--- src/rtl/irda_sir_pkg.sv ---
package irda_sir_pkg;

    typedef enum logic {
        MODE_NORMAL = 1'b0,
        MODE_LOWPWR = 1'b1
    } sir_mode_e;

    function automatic sir_mode_e to_mode(input logic sel);
        return sel ? MODE_LOWPWR : MODE_NORMAL;
    endfunction

endpackage

--- src/rtl/irda_lp_divider.sv ---
module irda_lp_divider #(
    parameter int PSC_W = 8
) (
    input  logic             clk,
    input  logic             rst_n,
    input  logic [PSC_W-1:0] psc,
    input  logic             restart,
    output logic             lp_tick
);
    typedef struct packed {
        logic [PSC_W-1:0] cnt;
    } div_st_t;

    div_st_t st_d, st_q;
    logic    tick_c;

    always_comb begin
        st_d   = st_q;
        tick_c = 1'b0;
        if (restart || (psc == '0)) begin
            st_d.cnt = '0;
        end else if (st_q.cnt == psc - PSC_W'(1)) begin
            tick_c   = 1'b1;
            st_d.cnt = '0;
        end else begin
            st_d.cnt = st_q.cnt + PSC_W'(1);
        end
    end

    always_ff @(posedge clk or negedge rst_n) begin
        if (!rst_n) st_q <= '0;
        else        st_q <= st_d;
    end

    assign lp_tick = tick_c;
endmodule

--- src/rtl/irda_sir_tx.sv ---
module irda_sir_tx
    import irda_sir_pkg::*;
#(
    parameter int PSC_W         = 8,
    parameter int OS_RATIO      = 16,
    parameter int PULSE_TICKS   = 3,
    parameter int LP_TX_PERIODS = 3
) (
    input  logic             clk,
    input  logic             rst_n,
    input  sir_mode_e        mode,
    input  logic [PSC_W-1:0] psc,
    input  logic             os_tick,
    input  logic             uart_txd,
    output logic             ir_tx
);
    localparam int PH_W  = $clog2(OS_RATIO);
    localparam int CNT_W = $clog2(LP_TX_PERIODS + 1);

    typedef struct packed {
        logic             txd;
        logic [PH_W-1:0]  phase;
        logic             pulse;
        logic [CNT_W-1:0] lpcnt;
    } tx_st_t;

    tx_st_t          st_d, st_q;
    logic [PH_W-1:0] phase_nx;
    logic            bit_start;
    logic            restart;
    logic            lp_tick;

    irda_lp_divider #(.PSC_W(PSC_W)) u_div (
        .clk     (clk),
        .rst_n   (rst_n),
        .psc     (psc),
        .restart (restart),
        .lp_tick (lp_tick)
    );

    always_comb begin
        st_d    = st_q;
        restart = 1'b0;

        // Bit boundary: a level change realigns the phase, otherwise it wraps every OS_RATIO ticks
        if (uart_txd != st_q.txd)                  phase_nx = '0;
        else if (st_q.phase == PH_W'(OS_RATIO - 1)) phase_nx = '0;
        else                                        phase_nx = st_q.phase + PH_W'(1);

        bit_start = os_tick && (phase_nx == '0);

        if (os_tick) begin
            st_d.txd   = uart_txd;
            st_d.phase = phase_nx;
        end

        if (mode == MODE_NORMAL) begin
            st_d.lpcnt = '0;
            if (os_tick) begin
                st_d.pulse = !uart_txd && (phase_nx < PH_W'(PULSE_TICKS));
            end
        end else if (psc == '0) begin
            st_d.pulse = 1'b0;
            st_d.lpcnt = '0;
        end else if (bit_start && !uart_txd) begin
            st_d.pulse = 1'b1;
            st_d.lpcnt = '0;
            restart    = 1'b1;
        end else if (st_q.pulse && lp_tick) begin
            if (st_q.lpcnt == CNT_W'(LP_TX_PERIODS - 1)) begin
                st_d.pulse = 1'b0;
                st_d.lpcnt = '0;
            end else begin
                st_d.lpcnt = st_q.lpcnt + CNT_W'(1);
            end
        end
    end

    always_ff @(posedge clk or negedge rst_n) begin
        if (!rst_n) begin
            st_q       <= '0;
            st_q.txd   <= 1'b1;
        end else begin
            st_q <= st_d;
        end
    end

    assign ir_tx = st_q.pulse;
endmodule

--- src/rtl/irda_sir_rx.sv ---
module irda_sir_rx
    import irda_sir_pkg::*;
#(
    parameter int PSC_W         = 8,
    parameter int OS_RATIO      = 16,
    parameter int RX_LP_PERIODS = 2,
    parameter int SYNC_STAGES   = 2
) (
    input  logic             clk,
    input  logic             rst_n,
    input  sir_mode_e        mode,
    input  logic [PSC_W-1:0] psc,
    input  logic             os_tick,
    input  logic             ir_rx,
    output logic             uart_rxd
);
    localparam int PH_W = $clog2(OS_RATIO);
    localparam int CW   = PSC_W + $clog2(RX_LP_PERIODS + 1) + 1;

    typedef struct packed {
        logic [SYNC_STAGES-1:0] sync;
        logic [CW-1:0]          lowcnt;
        logic                   fired;
        logic                   act;
        logic [PH_W-1:0]        oscnt;
    } rx_st_t;

    rx_st_t        st_d, st_q;
    logic          line_low;
    logic          fire;
    logic [CW-1:0] thr;
    logic [CW-1:0] cnt_inc;

    always_comb begin
        st_d     = st_q;
        fire     = 1'b0;
        st_d.sync = {st_q.sync[SYNC_STAGES-2:0], ir_rx};
        line_low = !st_q.sync[SYNC_STAGES-1];
        cnt_inc  = st_q.lowcnt + CW'(1);

        if (mode == MODE_LOWPWR) thr = CW'(RX_LP_PERIODS) * CW'(psc) + CW'(1);
        else                     thr = CW'(psc);

        // Glitch filter: count the low run, accept once when it reaches the threshold
        if (!line_low) begin
            st_d.lowcnt = '0;
            st_d.fired  = 1'b0;
        end else if (!st_q.fired && (psc != '0)) begin
            st_d.lowcnt = cnt_inc;
            if (cnt_inc == thr) begin
                fire       = 1'b1;
                st_d.fired = 1'b1;
            end
        end

        // Stretch each accepted pulse to one bit period
        if (fire) begin
            st_d.act   = 1'b1;
            st_d.oscnt = '0;
        end else if (st_q.act && os_tick) begin
            if (st_q.oscnt == PH_W'(OS_RATIO - 1)) begin
                st_d.act   = 1'b0;
                st_d.oscnt = '0;
            end else begin
                st_d.oscnt = st_q.oscnt + PH_W'(1);
            end
        end
    end

    always_ff @(posedge clk or negedge rst_n) begin
        if (!rst_n) begin
            st_q      <= '0;
            st_q.sync <= '1;
        end else begin
            st_q <= st_d;
        end
    end

    assign uart_rxd = !st_q.act;
endmodule

--- src/rtl/irda_sir_codec.sv ---
module irda_sir_codec
    import irda_sir_pkg::*;
#(
    parameter int PSC_W         = 8,
    parameter int OS_RATIO      = 16,
    parameter int PULSE_TICKS   = 3,
    parameter int LP_TX_PERIODS = 3,
    parameter int RX_LP_PERIODS = 2,
    parameter int SYNC_STAGES   = 2
) (
    input  logic             clk,
    input  logic             rst_n,
    input  logic             lp_mode,
    input  logic [PSC_W-1:0] psc,
    input  logic             os_tick,
    input  logic             uart_txd,
    output logic             ir_tx,
    input  logic             ir_rx,
    output logic             uart_rxd
);
    sir_mode_e mode;
    assign mode = to_mode(lp_mode);

    irda_sir_tx #(
        .PSC_W         (PSC_W),
        .OS_RATIO      (OS_RATIO),
        .PULSE_TICKS   (PULSE_TICKS),
        .LP_TX_PERIODS (LP_TX_PERIODS)
    ) u_tx (
        .clk      (clk),
        .rst_n    (rst_n),
        .mode     (mode),
        .psc      (psc),
        .os_tick  (os_tick),
        .uart_txd (uart_txd),
        .ir_tx    (ir_tx)
    );

    irda_sir_rx #(
        .PSC_W         (PSC_W),
        .OS_RATIO      (OS_RATIO),
        .RX_LP_PERIODS (RX_LP_PERIODS),
        .SYNC_STAGES   (SYNC_STAGES)
    ) u_rx (
        .clk      (clk),
        .rst_n    (rst_n),
        .mode     (mode),
        .psc      (psc),
        .os_tick  (os_tick),
        .ir_rx    (ir_rx),
        .uart_rxd (uart_rxd)
    );
endmodule

--- config.mk ---
export PLATFORM = sky130hd
export DESIGN_NAME = irda_sir_codec
export DESIGN_NICKNAME = d
export VERILOG_FILES = /design/src/rtl/irda_sir_pkg.sv /design/src/rtl/irda_lp_divider.sv /design/src/rtl/irda_sir_tx.sv /design/src/rtl/irda_sir_rx.sv /design/src/rtl/irda_sir_codec.sv
export SDC_FILE = /design/constraint.sdc
export NUM_CORES = 1
export LEC_CHECK = 0
export BUFFER_PORTS_ARGS = -buffer_cell sky130_fd_sc_hd__buf_2
export CAP_MARGIN = 0
export CORE_MARGIN = 2
export CORE_UTILIZATION = 50
export DETAILED_ROUTE_END_ITERATION = 10
export PLACE_DENSITY = 0.74
export SYNTH_ARGS = -nofsm -noshare
export SYNTH_HDL_FRONTEND = slang
export SYNTH_SLANG_ARGS = --single-unit
--- constraint.sdc ---
create_clock -name clk -period 4.8 [get_ports clk]
set_input_delay 0.48 -clock clk [delete_from_list [all_inputs] [get_ports clk]]
set_output_delay 0.48 -clock clk [all_outputs]
set_load 0.02 [all_outputs]
### Yosys cells after proc, flatten, opt, wreduce, memory -nomap -nowiden

Cells that the tools add are included.

| word-level totals | value |
|---|---|
| bits in writable memories | 0 |
| register bits after elaboration | 35 |
| ROM bits | 0 |
| bits of input ports | 14 |
| logic and storage cells | 75 |
| latch bits | 0 |
| memories | 0 |
| output and inout port bits | 2 |

| operators by class | value |
|---|---|
| shift-type cells | 0 |
| div/mod/pow operators | 0 |
| multiplexer cells | 28 |
| $lt $le $gt $ge | 1 |
| multiply operators | 0 |
| add/subtract/negate cells | 7 |
| equality and inequality tests | 8 |
| bitwise operators | 0 |
| reductions and logical operators | 21 |

Operator list:

| operator | number |
|---|---|
| 12-bit two-way mux | 2 |
| 8-bit two-way mux | 2 |
| 1-bit two-way mux | 13 |
| 3-bit two-way mux | 4 |
| 4-bit two-way mux | 3 |
| 11-bit by 1-bit adder with 11-bit output, second input constant | 1 |
| 11-bit == test | 1 |
| 9-bit by 1-bit adder with 10-bit output, second input constant | 1 |
| 10-bit two-way mux | 1 |
| 5-bit two-way mux | 2 |
| 2-bit nonzero test | 5 |
| 4-bit by 1-bit adder with 4-bit output, second input constant | 2 |
| 8-bit by 1-bit adder with 8-bit output, second input constant | 1 |
| 4-bit == test, second input constant | 2 |
| 8-bit == test | 1 |
| 8-bit zero test | 1 |
| 4-bit inequality test, second input constant | 2 |
| 8-bit nonzero test | 1 |
| 8-bit by 1-bit subtractor with 8-bit output, second input constant | 1 |
| 1-bit logical AND | 6 |
| 4-bit zero test | 1 |
| 4-bit by 2-bit < comparator with 1-bit output, second input constant | 1 |
| 2-bit AND reduction | 2 |
| 1-bit zero test | 3 |
| 6 further kinds | 6 |

### Depth between registers and ports, before layout

| depth | value |
|---|---|
| word-level depth | 16 |
| mapped depth | 8 |
| gate-level depth less buffers | 8 |

### By module

A second synthesis with hierarchy kept.

| second synthesis, totals | value |
|---|---|
| cell total of the unflattened synthesis | 264 |
| area, all modules | 2417.3 sq um |

By module, submodules not included:

| module | instances | cells each | area an instance (sq um) | sequential area each (sq um) |
|---|---|---|---|---|
| irda_sir_rx | 1 | 133 | 1292.5 | 478.0 |
| irda_lp_divider | 1 | 70 | 634.4 | 200.2 |
| irda_sir_tx | 1 | 61 | 490.5 | 201.4 |

### Worst setup path before layout

No wires, ideal clock.

| timing path | value |
|---|---|
| path type | input -> register |
| start | input port lp_mode |
| end | register u_rx.st_q[0] (netlist bit) |
| setup time | 0.150 ns |
| stages on the path | 7 |
| slack | 2.345 ns |
| arrival | 2.305 ns |
| buffers on the path | 2 |
| required time | 4.650 ns |
| cell sequence | clkbuf_1 > clkbuf_1 > nand2_1 > xnor2_1 > mux2_2 > nor4_1 > nor2_1 |

| between the ends | value |
|---|---|
| longest elaborated chain between the ends | 7 |
| elaborated cells on any way between the ends | 8 |
| those cells by class | eq/ne (1); mux (6); reduce/logical (1) |

RTL lines:

| element | line | text |
|---|---|---|
| start, declared | irda_sir_codec.sv:13 | `input logic lp_mode,` |
| 1-bit two-way mux * | irda_sir_pkg.sv:9 | `return sel ? MODE_LOWPWR : MODE_NORMAL;` |
| 10-bit two-way mux * | irda_sir_rx.sv:41 | `if (mode == MODE_LOWPWR) thr = CW'(RX_LP_PERIODS) * CW'(psc) + CW'(1);` |
| 11-bit == test * | irda_sir_rx.sv:50 | `if (cnt_inc == thr) begin` |
| 1-bit two-way mux * | irda_sir_rx.sv:50 |  |
| 1-bit two-way mux * | irda_sir_rx.sv:48 | `end else if (!st_q.fired && (psc != '0)) begin` |
| 1-bit two-way mux * | irda_sir_rx.sv:45 | `if (!line_low) begin` |
| 5-bit two-way mux / 2-bit nonzero test (equally long branches) | -- |  |
| end signal, assigned | irda_sir_rx.sv:75 | `st_q <= st_d;` |
| end, declared | irda_sir_rx.sv:28 | `rx_st_t st_d, st_q;` |

Mark *: on every way between the ends. The rest lies on a longest branch, timed or not.
A chain may end at the register's enable or synchronous reset.

### Worst setup path in the final report

| timing path | value |
|---|---|
| start | register u_rx.st_q[6] (netlist bit) |
| end | register u_rx.st_q[0] (netlist bit) |

| between the ends | value |
|---|---|
| longest elaborated chain between the ends | 6 |
| elaborated cells on any way between the ends | 7 |
| those cells by class | add/sub (1); eq/ne (1); mux (4); reduce/logical (1) |

RTL lines:

| element | line | text |
|---|---|---|
| 11-bit by 1-bit adder with 11-bit output * | irda_sir_rx.sv:39 | `cnt_inc = st_q.lowcnt + CW'(1);` |
| 11-bit == test * | irda_sir_rx.sv:50 |  |
| 1-bit two-way mux * | irda_sir_rx.sv:50 |  |
| 1-bit two-way mux * | irda_sir_rx.sv:48 |  |
| 1-bit two-way mux * | irda_sir_rx.sv:45 |  |
| 5-bit two-way mux / 2-bit nonzero test (equally long branches) | -- |  |

Marked as above.

==> results_dict.tcl <==
set metrics [dict create \
    outcome "finished, final reports clean" \
    arrival_ns 3.03 \
    cts.sinks 35 \
    netlist_instances 266 \
    seqCellArea_sq_um 880 \
    synth.distinct_cells 48 \
    finalCritPeriodShare 0.601 \
    relSlewSlack 0.326 \
    areaGrowthSynthToFinish_pct 8.93 \
    synth_seq_cells 35 \
    cp-endpoint "u_rx.st_q[0]$_DFFE_PN0P_" \
    ys_seq_area_frac 0.376 \
    final_common_cell "dfrtp_1" \
    startpoint_type "flip-flop" \
    reg2reg_from "u_rx.st_q[6]$_DFFE_PN0P_" \
    r2r_slack_ns 1.92 \
    initial_core_util 0.527 \
    critPathMaxFanout 10 \
    r2r_end "u_rx.st_q[0]$_DFFE_PN0P_" \
    antenna_cells 0 \
    vias 1910 \
    synth_ff_type "dfrtp_1" \
    worst_pin_slew_ns 1.00 \
    p_leak_uw 0.00112 \
    core_area_sq_um 4440 \
    grt.total_usage 0.192 \
    synth_area_sq_um 2340 \
    grt_max_degree 36 \
    path_class "flip-flop to flip-flop" \
    grt-ovfl-total 0 \
    post-route-util 0.574 \
    post_cts_buffers 0 \
    drt_first_pass_iters 4 \
    grt_pass1_wl_um 7870 \
    hold_violations 0 \
    nNetsFinal 295 \
    wl_um 4640 \
    drc 0 \
    clock_path_buffers 2 \
    powerDensity_nw_per_um2 373 \
    drt-initial-drc-count 126 \
    rsz0062_at_grt "false" \
    rows 24 \
    hpwl_um 3350 \
    fill_cells 414 \
    setup_viol 0 \
    insertion_delay_ns 0.29 \
    worst_setup_path_end_kind "flip-flop" \
    htreeDepth 2 \
    synthArstFlopShare 1.00 \
    min_period_ns 2.88 \
    die-area_sq_um 5250 \
    fin_skew_ns 0.00472 \
    cts_tree "built" \
    cts_resized 0 \
    finalMaxSlewViolations 0 \
    ys_warn_count 0 \
    clock-root-buffer "clkbuf_8" \
    antenna_found_initial 0 \
    hp-class "input port to async pin" \
    place_worst_setup_slack_ns 1.68 \
    cts_buffers 5 \
    synth_fp_nets 285 \
    final_cell_mix "32 x dfrtp_1, 30 x nor2_1, 23 x nand2_1" \
    fin_hold_ws_ns 0.264 \
    io_buffers 15 \
    setup-tns-final_ns 0 \
    synth_area_per_cell_sq_um 8.80 \
    worstPathRequired_ns 4.94 \
    die_h_um 72.4 \
    avgRoutedWirePerCell_um 14.1 \
    r2r_cells 7 \
    startpoint "u_rx.st_q[6]$_DFFE_PN0P_" \
    drv_cap 0 \
    via_per_inst 5.81 \
    postCtsHoldBufs 0 \
    ir_drop_v 0.000202 \
    fmax_ghz 0.347 \
    clkSlewWorstSetupHoldPaths_ns 0.08 \
    grt_pass1_vias 1732 \
    synth_edf_count 0 \
    die_w_um 72.4 \
    drive_above_1_share 0.119 \
    setup_ws_ns 1.92 \
    multi_input_area_sq_um 1380 \
    drtAntennaViolNets 0 \
    gp_congestion 0.853 \
    ios 16 \
]
Yosys cell counts (2+ instances only):
| cell | instances | area share |
|---|---|---|
| mux2i_1 | 10 | 0.043 |
| a311oi_1 | 3 | 0.011 |
| nand4_1 | 3 | 0.0080 |
| clkbuf_1 | 10 | 0.016 |
| dfstp_2 | 3 | 0.034 |
| a21o_1 | 4 | 0.013 |
| a31oi_1 | 2 | 0.0053 |
| inv_1 | 10 | 0.016 |
| buf_2 | 2 | 0.0043 |
| a21oi_1 | 12 | 0.026 |
| ha_1 | 5 | 0.027 |
| or4_1 | 2 | 0.0064 |
| xor2_1 | 21 | 0.079 |
| and3_1 | 7 | 0.019 |
| o21ai_0 | 10 | 0.021 |
| nor2b_1 | 2 | 0.0053 |
| nand3_1 | 11 | 0.024 |
| dfrtp_1 | 32 | 0.34 |
| nor4_1 | 4 | 0.011 |
| nor3_1 | 8 | 0.017 |
| nor3b_1 | 2 | 0.0064 |
| xnor2_1 | 17 | 0.064 |
| nand2_1 | 23 | 0.037 |
| o311ai_0 | 2 | 0.0075 |
| nor2_1 | 30 | 0.048 |
| nand2b_1 | 5 | 0.013 |
| or3_1 | 3 | 0.0080 |
| mux2_2 | 2 | 0.0096 |
| nand3b_1 | 2 | 0.0064 |
registers in the layout (all words and copies together) (netlist names):
| name | cells |
|---|---|
| u_tx.ir_tx | 1 |
| u_rx.st_q | 18 |
| u_rx.st_d | 1 |
| u_tx.u_div.st_q | 8 |
| u_tx.st_q | 7 |
worst min path at each step:
stage	start	to	slack, ns	cells after the start
after global routing	ir_rx	u_rx.st_d[18]$_DFF_PN1_	0.27	1
after CTS	ir_rx	u_rx.st_d[18]$_DFF_PN1_	0.27	1
after floorplan	rst_n	u_rx.st_q[0]$_DFFE_PN0P_	0.18	0
after detailed placement	u_rx.st_d[18]$_DFF_PN1_	u_rx.st_q[18]$_DFF_PN1_	0.35	0
after global placement	u_rx.st_d[18]$_DFF_PN1_	u_rx.st_q[18]$_DFF_PN1_	0.35	0
final	rst_n	u_rx.st_q[1]$_DFFE_PN0P_	0.26	1
critical path, cell delays in order, from the launching register on:
cell and delay, ns:
dfrtp_1 0.53, ha_1 0.33, and3_1 0.24, and3_1 0.26, nand4_1 0.12, mux2_2 0.30
nor4_1 0.86, nor2_1 0.11
power breakdown:
group / internal (uW) / switching, uW / total [uW] / leakage, uW
Combinational: 120 / 133 / 253 / 0.000602
Clock: 157 / 115 / 272 / 0.0000587
Sequential: 350 / 76.0 / 426 / 0.000459
Total: 627 / 324 / 951 / 0.00112
cell families after synthesis:
group	after synthesis	share of synthesized area
mux	12	0.0524
flops	35	0.376
simple gates	108	0.230
xor+xnor	38	0.142
compound gates	46	0.136
buf+inv	22	0.0363
fa+ha+maj	5	0.0267
per-stage QoR:
stage	cell area, sq um	cells	power, uW
after detailed placement	2430	321	681
after global placement	2430	321	674
after CTS	2550	329	957
after floorplan	2340	266	615
final	2550	329	951
after global routing	2550	329	1010
final cells by class:
cell class / count / share of cell area
clock buffer: 5 / 0.0270
sequential: 35 / 0.345
tap: 52 / 0.0255
multi-input combinational: 209 / 0.540
inverter: 10 / 0.0147
timing repair buffer: 15 / 0.0294
clock inverter: 3 / 0.0186
routing by layer:
metal | global-route usage | vias to the layer above | wire (um)
li1 | - | 955 | -
met1 | 0.257 | 914 | 2200
met2 | 0.313 | 35 | 2220
met3 | 0.0417 | 6 | 158
met4 | 0.0597 | 0 | 58
met5 | 0 | - | 0
Power figures use the tool's default switching activity.
